<file path="src/rtl/bank_reg_pkg.sv">
package bank_reg_pkg;
  localparam int DATA_W    = 8;
  localparam int OFFS_W    = 4;
  localparam int NUM_BANKS = 3;
  localparam int BANK_W    = $clog2(NUM_BANKS);
  localparam int SA_BYTES  = 6;
  localparam int ID_CNT_W  = 2;

  localparam logic [DATA_W-1:0] RESET_CODE   = 8'h0E;
  localparam logic [DATA_W-1:0] ID_SIGNATURE = 8'h24;
  localparam logic [DATA_W-1:0] ID_AUTO_BIT  = 8'h10;

  typedef enum logic [4:0] {
    SL_NONE, SL_CMD, SL_STATUS, SL_ID, SL_IMASK,
    SL_RXLO, SL_RXHI, SL_TXLO, SL_TXHI,
    SL_CFG1, SL_CFG2, SL_CFG3,
    SL_SA0, SL_SA1, SL_SA2, SL_SA3, SL_SA4, SL_SA5
  } slot_e;

  typedef struct packed {
    logic  wrHit;
    slot_e wrSlot;
    logic  rdHit;
    slot_e rdSlot;
  } strobe_t;
endpackage

</file>
<file path="src/rtl/bank_ctrl.sv">
module bank_ctrl
  import bank_reg_pkg::*;
#(
  parameter int NBANK = NUM_BANKS
) (
  input  logic              clk,
  input  logic              rstN,
  input  logic              wrEn,
  input  logic              rdEn,
  input  logic [OFFS_W-1:0] offs,
  input  logic [DATA_W-1:0] wdata,
  output strobe_t           strb,
  output logic [BANK_W-1:0] bankQ
);
  localparam int SEL_LSB = DATA_W - BANK_W;

  function automatic slot_e decodeSlot(input logic [BANK_W-1:0] b,
                                       input logic [OFFS_W-1:0] o);
    slot_e s;
    s = SL_NONE;
    if (o == '0) begin
      s = SL_CMD;
    end else begin
      case (b)
        2'd0: case (o)
          4'd1: s = SL_STATUS;
          4'd2: s = SL_ID;
          4'd3: s = SL_IMASK;
          default: s = SL_NONE;
        endcase
        2'd1: case (o)
          4'd8:  s = SL_RXLO;
          4'd9:  s = SL_RXHI;
          4'd10: s = SL_TXLO;
          4'd11: s = SL_TXHI;
          default: s = SL_NONE;
        endcase
        2'd2: case (o)
          4'd1: s = SL_CFG1;
          4'd2: s = SL_CFG2;
          4'd3: s = SL_CFG3;
          4'd4: s = SL_SA0;
          4'd5: s = SL_SA1;
          4'd6: s = SL_SA2;
          4'd7: s = SL_SA3;
          4'd8: s = SL_SA4;
          4'd9: s = SL_SA5;
          default: s = SL_NONE;
        endcase
        default: s = SL_NONE;
      endcase
    end
    return s;
  endfunction

  slot_e curSlot;
  logic [BANK_W-1:0] reqBank;
  logic bankWrite;

  always_comb begin
    curSlot = decodeSlot(bankQ, offs);
    strb.wrSlot = curSlot;
    strb.rdSlot = curSlot;
    strb.wrHit  = wrEn && (curSlot != SL_NONE) && (curSlot != SL_CMD);
    strb.rdHit  = rdEn;
  end

  assign reqBank   = wdata[DATA_W-1:SEL_LSB];
  assign bankWrite = wrEn && (curSlot == SL_CMD);

  always_ff @(posedge clk) begin
    if (!rstN) begin
      bankQ <= '0;
    end else if (bankWrite) begin
      if (wdata == RESET_CODE)
        bankQ <= '0;
      else if (int'(reqBank) < NBANK)
        bankQ <= reqBank;
    end
  end
endmodule

</file>
<file path="src/rtl/id_counter.sv">
module id_counter #(
  parameter int CNT_W = 2
) (
  input  logic             clk,
  input  logic             rstN,
  input  logic             advance,
  output logic [CNT_W-1:0] count
);
  always_ff @(posedge clk) begin
    if (!rstN)
      count <= '0;
    else if (advance)
      count <= count + CNT_W'(1);
  end
endmodule

</file>
<file path="src/rtl/bank_datapath.sv">
module bank_datapath
  import bank_reg_pkg::*;
#(
  parameter bit AUTO_EN = 1'b1
) (
  input  logic                   clk,
  input  logic                   rstN,
  input  strobe_t                strb,
  input  logic [DATA_W-1:0]      wdata,
  input  logic [DATA_W-1:0]      statusSet,
  input  logic [BANK_W-1:0]      bank,
  output logic [DATA_W-1:0]      rdata,
  output logic                   rdValid,
  output logic [SA_BYTES*DATA_W-1:0] stationAddr,
  output logic [DATA_W-1:0]      rxLowerPage,
  output logic [DATA_W-1:0]      rxUpperPage
);
  localparam logic [4:0] SA_BASE = SL_SA0;
  localparam logic [4:0] SA_LAST = SL_SA5;
  localparam int SA_IDX_W = $clog2(SA_BYTES);

  logic [DATA_W-1:0] statusQ, imaskQ, txLoQ, txHiQ, rxLoQ, rxHiQ;
  logic [DATA_W-1:0] cfgQ [3];
  logic [DATA_W-1:0] saQ [SA_BYTES];
  logic [ID_CNT_W-1:0] idCount;
  logic [DATA_W-1:0] idByte, readMux, clrMask;
  logic [4:0] saIdx;
  logic idAdvance;

  function automatic logic wrTo(input strobe_t s, input slot_e t);
    return s.wrHit && (s.wrSlot == t);
  endfunction

  assign idAdvance = strb.rdHit && (strb.rdSlot == SL_ID);

  id_counter #(.CNT_W(ID_CNT_W)) u_idCnt (
    .clk     (clk),
    .rstN    (rstN),
    .advance (idAdvance),
    .count   (idCount)
  );

  assign idByte = {idCount, {(DATA_W-ID_CNT_W){1'b0}}} | ID_SIGNATURE
                | (AUTO_EN ? ID_AUTO_BIT : '0);

  assign clrMask = wrTo(strb, SL_STATUS) ? wdata : '0;

  always_ff @(posedge clk) begin
    if (!rstN) statusQ <= '0;
    else       statusQ <= (statusQ & ~clrMask) | statusSet;
  end

  always_ff @(posedge clk) begin
    if (!rstN) begin
      imaskQ <= '0; txLoQ <= '0; txHiQ <= '0; rxLoQ <= '0; rxHiQ <= '0;
    end else begin
      if (wrTo(strb, SL_IMASK)) imaskQ <= wdata;
      if (wrTo(strb, SL_TXLO))  txLoQ  <= wdata;
      if (wrTo(strb, SL_TXHI))  txHiQ  <= wdata;
      if (wrTo(strb, SL_RXLO))  rxLoQ  <= wdata;
      if (wrTo(strb, SL_RXHI))  rxHiQ  <= wdata;
    end
  end

  for (genvar c = 0; c < 3; c++) begin : g_cfg
    localparam logic [4:0] MY_SLOT = 5'(SL_CFG1) + 5'(c);
    always_ff @(posedge clk) begin
      if (!rstN)
        cfgQ[c] <= '0;
      else if (strb.wrHit && (5'(strb.wrSlot) == MY_SLOT))
        cfgQ[c] <= wdata;
    end
  end

  for (genvar k = 0; k < SA_BYTES; k++) begin : g_sa
    localparam logic [4:0] MY_SLOT = SA_BASE + 5'(k);
    always_ff @(posedge clk) begin
      if (!rstN)
        saQ[k] <= '0;
      else if (strb.wrHit && (5'(strb.wrSlot) == MY_SLOT))
        saQ[k] <= wdata;
    end
    assign stationAddr[(SA_BYTES-k)*DATA_W-1 -: DATA_W] = saQ[k];
  end

  assign saIdx = 5'(strb.rdSlot) - SA_BASE;

  always_comb begin
    readMux = '0;
    case (strb.rdSlot)
      SL_CMD:    readMux = {bank, {(DATA_W-BANK_W){1'b0}}};
      SL_STATUS: readMux = statusQ;
      SL_ID:     readMux = idByte;
      SL_IMASK:  readMux = imaskQ;
      SL_RXLO:   readMux = rxLoQ;
      SL_RXHI:   readMux = rxHiQ;
      SL_TXLO:   readMux = txLoQ;
      SL_TXHI:   readMux = txHiQ;
      SL_CFG1:   readMux = cfgQ[0];
      SL_CFG2:   readMux = cfgQ[1];
      SL_CFG3:   readMux = cfgQ[2];
      default: begin
        if (5'(strb.rdSlot) >= SA_BASE && 5'(strb.rdSlot) <= SA_LAST)
          readMux = saQ[saIdx[SA_IDX_W-1:0]];
      end
    endcase
  end

  always_ff @(posedge clk) begin
    if (!rstN) begin
      rdata   <= '0;
      rdValid <= 1'b0;
    end else begin
      rdValid <= strb.rdHit;
      if (strb.rdHit) rdata <= readMux;
    end
  end

  assign rxLowerPage = rxLoQ;
  assign rxUpperPage = rxHiQ;
endmodule

</file>
<file path="src/rtl/bank_reg_file.sv">
module bank_reg_file
  import bank_reg_pkg::*;
#(
  parameter bit AUTO_EN = 1'b1
) (
  input  logic        clk,
  input  logic        rstN,
  input  logic        wrEn,
  input  logic        rdEn,
  input  logic [3:0]  offs,
  input  logic [7:0]  wdata,
  input  logic [7:0]  statusSet,
  output logic [7:0]  rdata,
  output logic        rdValid,
  output logic [1:0]  curBank,
  output logic [47:0] stationAddr,
  output logic [7:0]  rxLowerPage,
  output logic [7:0]  rxUpperPage
);
  strobe_t strb;

  bank_ctrl #(.NBANK(NUM_BANKS)) u_ctrl (
    .clk   (clk),
    .rstN  (rstN),
    .wrEn  (wrEn),
    .rdEn  (rdEn),
    .offs  (offs),
    .wdata (wdata),
    .strb  (strb),
    .bankQ (curBank)
  );

  bank_datapath #(.AUTO_EN(AUTO_EN)) u_dp (
    .clk         (clk),
    .rstN        (rstN),
    .strb        (strb),
    .wdata       (wdata),
    .statusSet   (statusSet),
    .bank        (curBank),
    .rdata       (rdata),
    .rdValid     (rdValid),
    .stationAddr (stationAddr),
    .rxLowerPage (rxLowerPage),
    .rxUpperPage (rxUpperPage)
  );
endmodule

</file>
<file path="config.mk">
export PLATFORM = sky130hd
export DESIGN_NAME = bank_reg_file
export DESIGN_NICKNAME = d
export VERILOG_FILES = /design/src/rtl/bank_reg_pkg.sv /design/src/rtl/bank_ctrl.sv /design/src/rtl/id_counter.sv /design/src/rtl/bank_datapath.sv /design/src/rtl/bank_reg_file.sv
export SDC_FILE = /design/constraint.sdc
export NUM_CORES = 1
export LEC_CHECK = 0
export CAP_MARGIN = 10
export CORE_ASPECT_RATIO = 0.5
export CORE_MARGIN = 10
export CORE_UTILIZATION = 41
export DETAILED_ROUTE_END_ITERATION = 16
export GPL_ROUTABILITY_DRIVEN = 0
export PLACE_DENSITY = 0.59
export SLEW_MARGIN = 20
export SYNTH_ARGS = -nofsm -noshare
export SYNTH_HDL_FRONTEND = slang
export SYNTH_SLANG_ARGS = --single-unit
</file>
<file path="constraint.sdc">
create_clock -name clk -period 8.2 [get_ports clk]
set_clock_uncertainty 0.2 [all_clocks]
set_input_delay 1.64 -clock clk [delete_from_list [all_inputs] [get_ports clk]]
set_output_delay 1.64 -clock clk [all_outputs]
set_load 0.02 [all_outputs]
</file>
# Word level (Yosys, flattened, before mapping)
# Memories as Yosys holds them, arrays and structs flattened.
# Cells that the tools add are included.
# totals
register_bits	61
mem_bits_rw	72
romBits	80
inputBits	24
wordCells	129
n_memories	3
# classes
n_addsub	2
magnitude_cmp	3
n_eq_ne	28
muxes	46
bitwise_logic	12
reduce_logical	25
# mem_list
memory	depth	width	read_ports	rd_clocked_by_memory_dff	write_ports	line_no	text
(name not given)	16	5	1	0	0	bank_ctrl.sv:38	2'd2: case (o)
u_dp.saQ	6	8	7	0	6	bank_datapath.sv:24	logic [DATA_W-1:0] saQ [SA_BYTES];
u_dp.cfgQ	3	8	3	0	3	bank_datapath.sv:23	logic [DATA_W-1:0] cfgQ [3];
# ops
cell	count
8-bit 2-to-1 mux	11
8-bit one-hot mux with 11 select lines	1
5-bit by 4-bit == test with 1-bit output, second input constant	8
1-bit 2-to-1 mux	28
5-bit by 3-bit == test with 1-bit output, second input constant	4
1-bit logical AND	20
4-bit == test, second input constant	4
4-bit one-hot mux with 4 select lines	1
5-bit one-hot mux with 3 select lines	1
5-bit by 2-bit == test with 1-bit output, second input constant	2
5-bit == test, second input constant	2
1-bit bitwise OR	9
3-bit one-hot mux with 3 select lines	1
8-bit bitwise AND	1
4-bit by 2-bit == test with 1-bit output, second input constant	2
8-bit by 4-bit == test with 1-bit output, second input constant	1
8-bit inverter	1
8-bit bitwise OR	1
5-bit by 1-bit == test with 1-bit output, second input constant	1
5-bit by 4-bit greater-or-equal comparator with 1-bit output, second input constant	1
5-bit <= comparator, second input constant	1
5-bit 2-to-1 mux	1
5-bit by 1-bit inequality test with 1-bit output, second input constant	1
5-bit nonzero test	1
11 further kinds	12

# Depth between registers and ports, before layout
# logic_depth
ltp_word	12
depth_mapped	9

# By module
# From an unflattened synthesis, not the netlist that was laid out.
# unflattened
hier_cells	592
area_unflattened_um2	6520.0
# by_module_without_submodules
mod	n_inst	cells_per_inst	area_each_um2	seq_area_each_um2
bank_datapath	1	527	6032.0	3303.2
bank_ctrl	1	57	409.1	40.0
id_counter	1	8	78.8	40.0

# Worst setup path after synthesis
# No wires, ideal clock.
# synth_timing
kind	input-to-reg
start	in offs[1]
end	mem u_dp.saQ[1][0], enable pin
setup_time_ns	0.384
t_arrival_ns	3.396
t_required_ns	7.616
path_slack_ns	4.220
path_stages	6
n_path_buf	2
cell_sequence	clkbuf_2 a21o_1 a211oi_2 clkbuf_1 nand3_1 o21ai_0
# synth_rtl
element	line_no	text
from (decl)	bank_reg_file.sv:10	input logic [3:0] offs,
to (decl)	bank_datapath.sv:24	

# Worst setup path after layout
# layout_timing
start	in offs[1]
end	reg u_dp.rxLoQ[6], in the netlist u_dp.rxLowerPage[6]
# layout_via
elab_chain_cells	8
elab_cells_between_ends	19
cone_classes	eq/ne (9); mux (4); reduce/logical (5); memory (1)
# layout_lines
element	line_no	text
parallel branches: the longest is 3 deep, another holds memory read 16 x 5 bit	n/a	
5-bit 2-to-1 mux *	bank_ctrl.sv:21	if (o == '0) begin
5-bit nonzero test	bank_ctrl.sv:64	strb.wrHit = wrEn && (curSlot != SL_NONE) && (curSlot != SL_CMD);
1-bit logical AND (2 in a row)	bank_ctrl.sv:64	
1-bit logical AND *	bank_datapath.sv:31	return s.wrHit && (s.wrSlot == t);
to (signal assigned)	bank_datapath.sv:60	if (wrTo(strb, SL_RXLO)) rxLoQ <= wdata;
to (decl)	bank_datapath.sv:22	logic [DATA_W-1:0] statusQ, imaskQ, txLoQ, txHiQ, rxLoQ, rxHiQ;
# Mark *: on every way between the ends.
# A chain may end at the register's enable or synchronous reset.

==> results.cfg <==
[die]
placement_rows = 32
io_pins = 99
std_cell_core_area_um2 = 15400
die_height_um = 109
floorplan.die_area_um2 = 21400
die_width_um = 197
initial_core_util = 0.418

[worst_setup_path]
path_delay_family = simple AND/OR/NAND/NOR gates
start_kind = input pin
crit_slowest_cell = clkdlybuf4s50_1
timing.critical_path.cells = clkdlybuf4s50_1, nor4_2, a211oi_2, nand2_1, nor3_4, mux2i_1, nor2b_1
worstSetupEndpointType = flop
reg2reg_from = u_ctrl.bankQ[1]
worst_ep_required_time_ps = 8310
crit_fanout = 20
path_buf_inv = 1
crit_type = in2reg
critPathMaxStageDelay_ps = 880
timing.critical_path.arrival_ps = 5370
timing.critical_path.from = offs[1]

[global_routing]
grt_pass1_vias = 4925
grtUsageTotal = 0.179
grt_start_max_net_pins = 75
grt_remaining_overflow = 0
grt_first_pass_wirelength_mm = 29.2
antenna_found_initial = 0

[timing]
min_period_ps = 5250
finalHoldViolCount = 0
hold_ws_ps = 265
period_share = 0.641
max_slew.worst_pin.slew_ps = 1050
setup_violations = 0
rsz0062_at_grt = false
finalWorstSetupSlack_ps = 2950
total_negative_slack_for_setup_checks_ps = 0
slew_headroom = 0.292
highest_clock_rate_mhz = 190
number_of_pins_exceeding_their_max_slew_limit_in_the_final_report = 0

[pwr]
power_uw = 1640
vdd_ir_drop_max_v = 0.000131
power.static_leakage_uw = 0.00278
power_density_nw_per_um2 = 203

[layout]
final_common_cell = clkdlybuf4s50_1
post_route_cells_drive_above_1_share = 0.114
areaGrowthSynthToFinish_pct = 25.6
final_cell_mix = clkdlybuf4s50_1, and2_1, edfxtp_1
design.final.nets = 697

[yosys]
synthesis.nets = 621
postSynth.topFlopCell = edfxtp_1
synth-seq-cells = 133
netlist_top_cells_area = edfxtp_1, dfxtp_1, and2_1
synth-edff-count = 72
syn_inst = 597
average_cell_area_after_synthesis_um2 = 10.8
synth_cell_types = 58
ys_async_sr_fraction = 0
yosys.area.top_type = edfxtp_1
yosys_warnings = 0
synth_seq_area_share = 0.526
synthDominantCellAreaShare = 0.336
post_synth_instance_area_um2 = 6430

[hold_path]
path_class_of_the_lowest_slack_min_delay_path = reg2reg
hold_path.startpoint = u_dp.imaskQ[1]

[drt]
routed_wl_mm = 19.2
drc_errors = 0
route.detailed.vias_per_inst = 5.49
detail_route.first_pass.iterations = 5
route.antenna.remaining_nets = 0
drtIter0Drc = 388
route.vias.total = 4893
wire_per_inst_um = 21.5

[cts]
hold_buffers = 0
clock_sinks = 133
worst_skew_pair.late_latency_ps = 420
post_cts_resize_count = 0
cts-root-buf = clkbuf_16
cts_inserted_buffers = 17
cts_buffer_depth = 2
clk_pin_slew_ps = 60
htreeDepth = 4
post-cts-setup-buffers = 0
tritoncts_clock_tree = built

[status]
result_of_the_run = complete, no violations

[placement]
detailedPlacementHpwl_mm = 13.5
port_buffers = 98
dp_worst_setup_slack_ps = 2560

[flow_run]
maxCapViolCount = 0
[path summary, 6_finish.rpt]
kind / slack, ps / cells past startpoint / to
worst max-delay path: 2950 / 7 / u_dp.rxLowerPage[6]
worst min-delay path: 270 / 2 / u_dp.imaskQ[1]
worst max register to register: 4610 / 6 / u_dp.rxLowerPage[6]
worst min register to register: 270 / 2 / u_dp.imaskQ[1]
[stage by stage]
stage               area [um^2]  cells   util
floorplan                  6430    597      -
global placement           7470    858  0.486
detailed placement         7470    858  0.486
CTS                        8070    890  0.525
global route               8070    890  0.525
finish                     8080    891  0.525
[sequential cells by signal, summed over array words and instances (netlist names)]
register,flops
u_ctrl.bankQ,2
u_dp.cfgQ,24
u_dp.imaskQ,8
u_dp.rdValid,1
u_dp.rdata,8
u_dp.rxLowerPage,8
u_dp.rxUpperPage,8
u_dp.saQ,48
u_dp.statusQ,8
u_dp.txHiQ,8
u_dp.txLoQ,8
u_dp.u_idCnt.count,2
[synthesized netlist by cell type (all sizes together) (11+ instances only)]
library cell	number
mux2i	17
a22oi	11
nor2b	30
nand2	50
nor2	39
o21ai	41
buf	17
dfxtp	61
nand3	15
clkbuf	27
a21oi	16
a21boi	25
mux2	15
edfxtp	72
and2	78
[cells by family after synthesis]
kind of cell	after synthesis	share of synthesized area
compound gates	139	0.153
simple gates	232	0.199
xor+xnor	3	0.00409
buf+inv	50	0.0360
flops	133	0.526
mux	40	0.0814
[worst register-to-register path: cells and delay by family (launching register included)]
kind	cells	cell delay, ps
compound gates	2	1080
simple gates	3	1520
mux	1	260
flops	1	430
[routing by layer]
| metal | vias up | GRT usage | share of wire |
|---|---|---|---|
| li1 | 2319 | - | - |
| met5 | - | 0 | 0 |
| met2 | 157 | 0.279 | 0.45 |
| met1 | 2404 | 0.245 | 0.48 |
| met4 | 0 | 0.0491 | 0.0070 |
| met3 | 13 | 0.0419 | 0.061 |
[layout make-up]
class / instances / area [um^2]
clock inverter: 12 / 111
multi-input combinational: 414 / 2810
clock buffer: 20 / 489
sequential: 133 / 3380
antenna: 1 / 2.50
fill: 1394 / 7300
timing repair buffer: 101 / 998
tap: 204 / 255
inverter: 6 / 22.5
[power by group]
group / internal [uW] / switching (uW)
clock: 465 / 312
sequential: 719 / 11.2
combinational: 51.3 / 82.7
(Power assumes the default switching activity.)
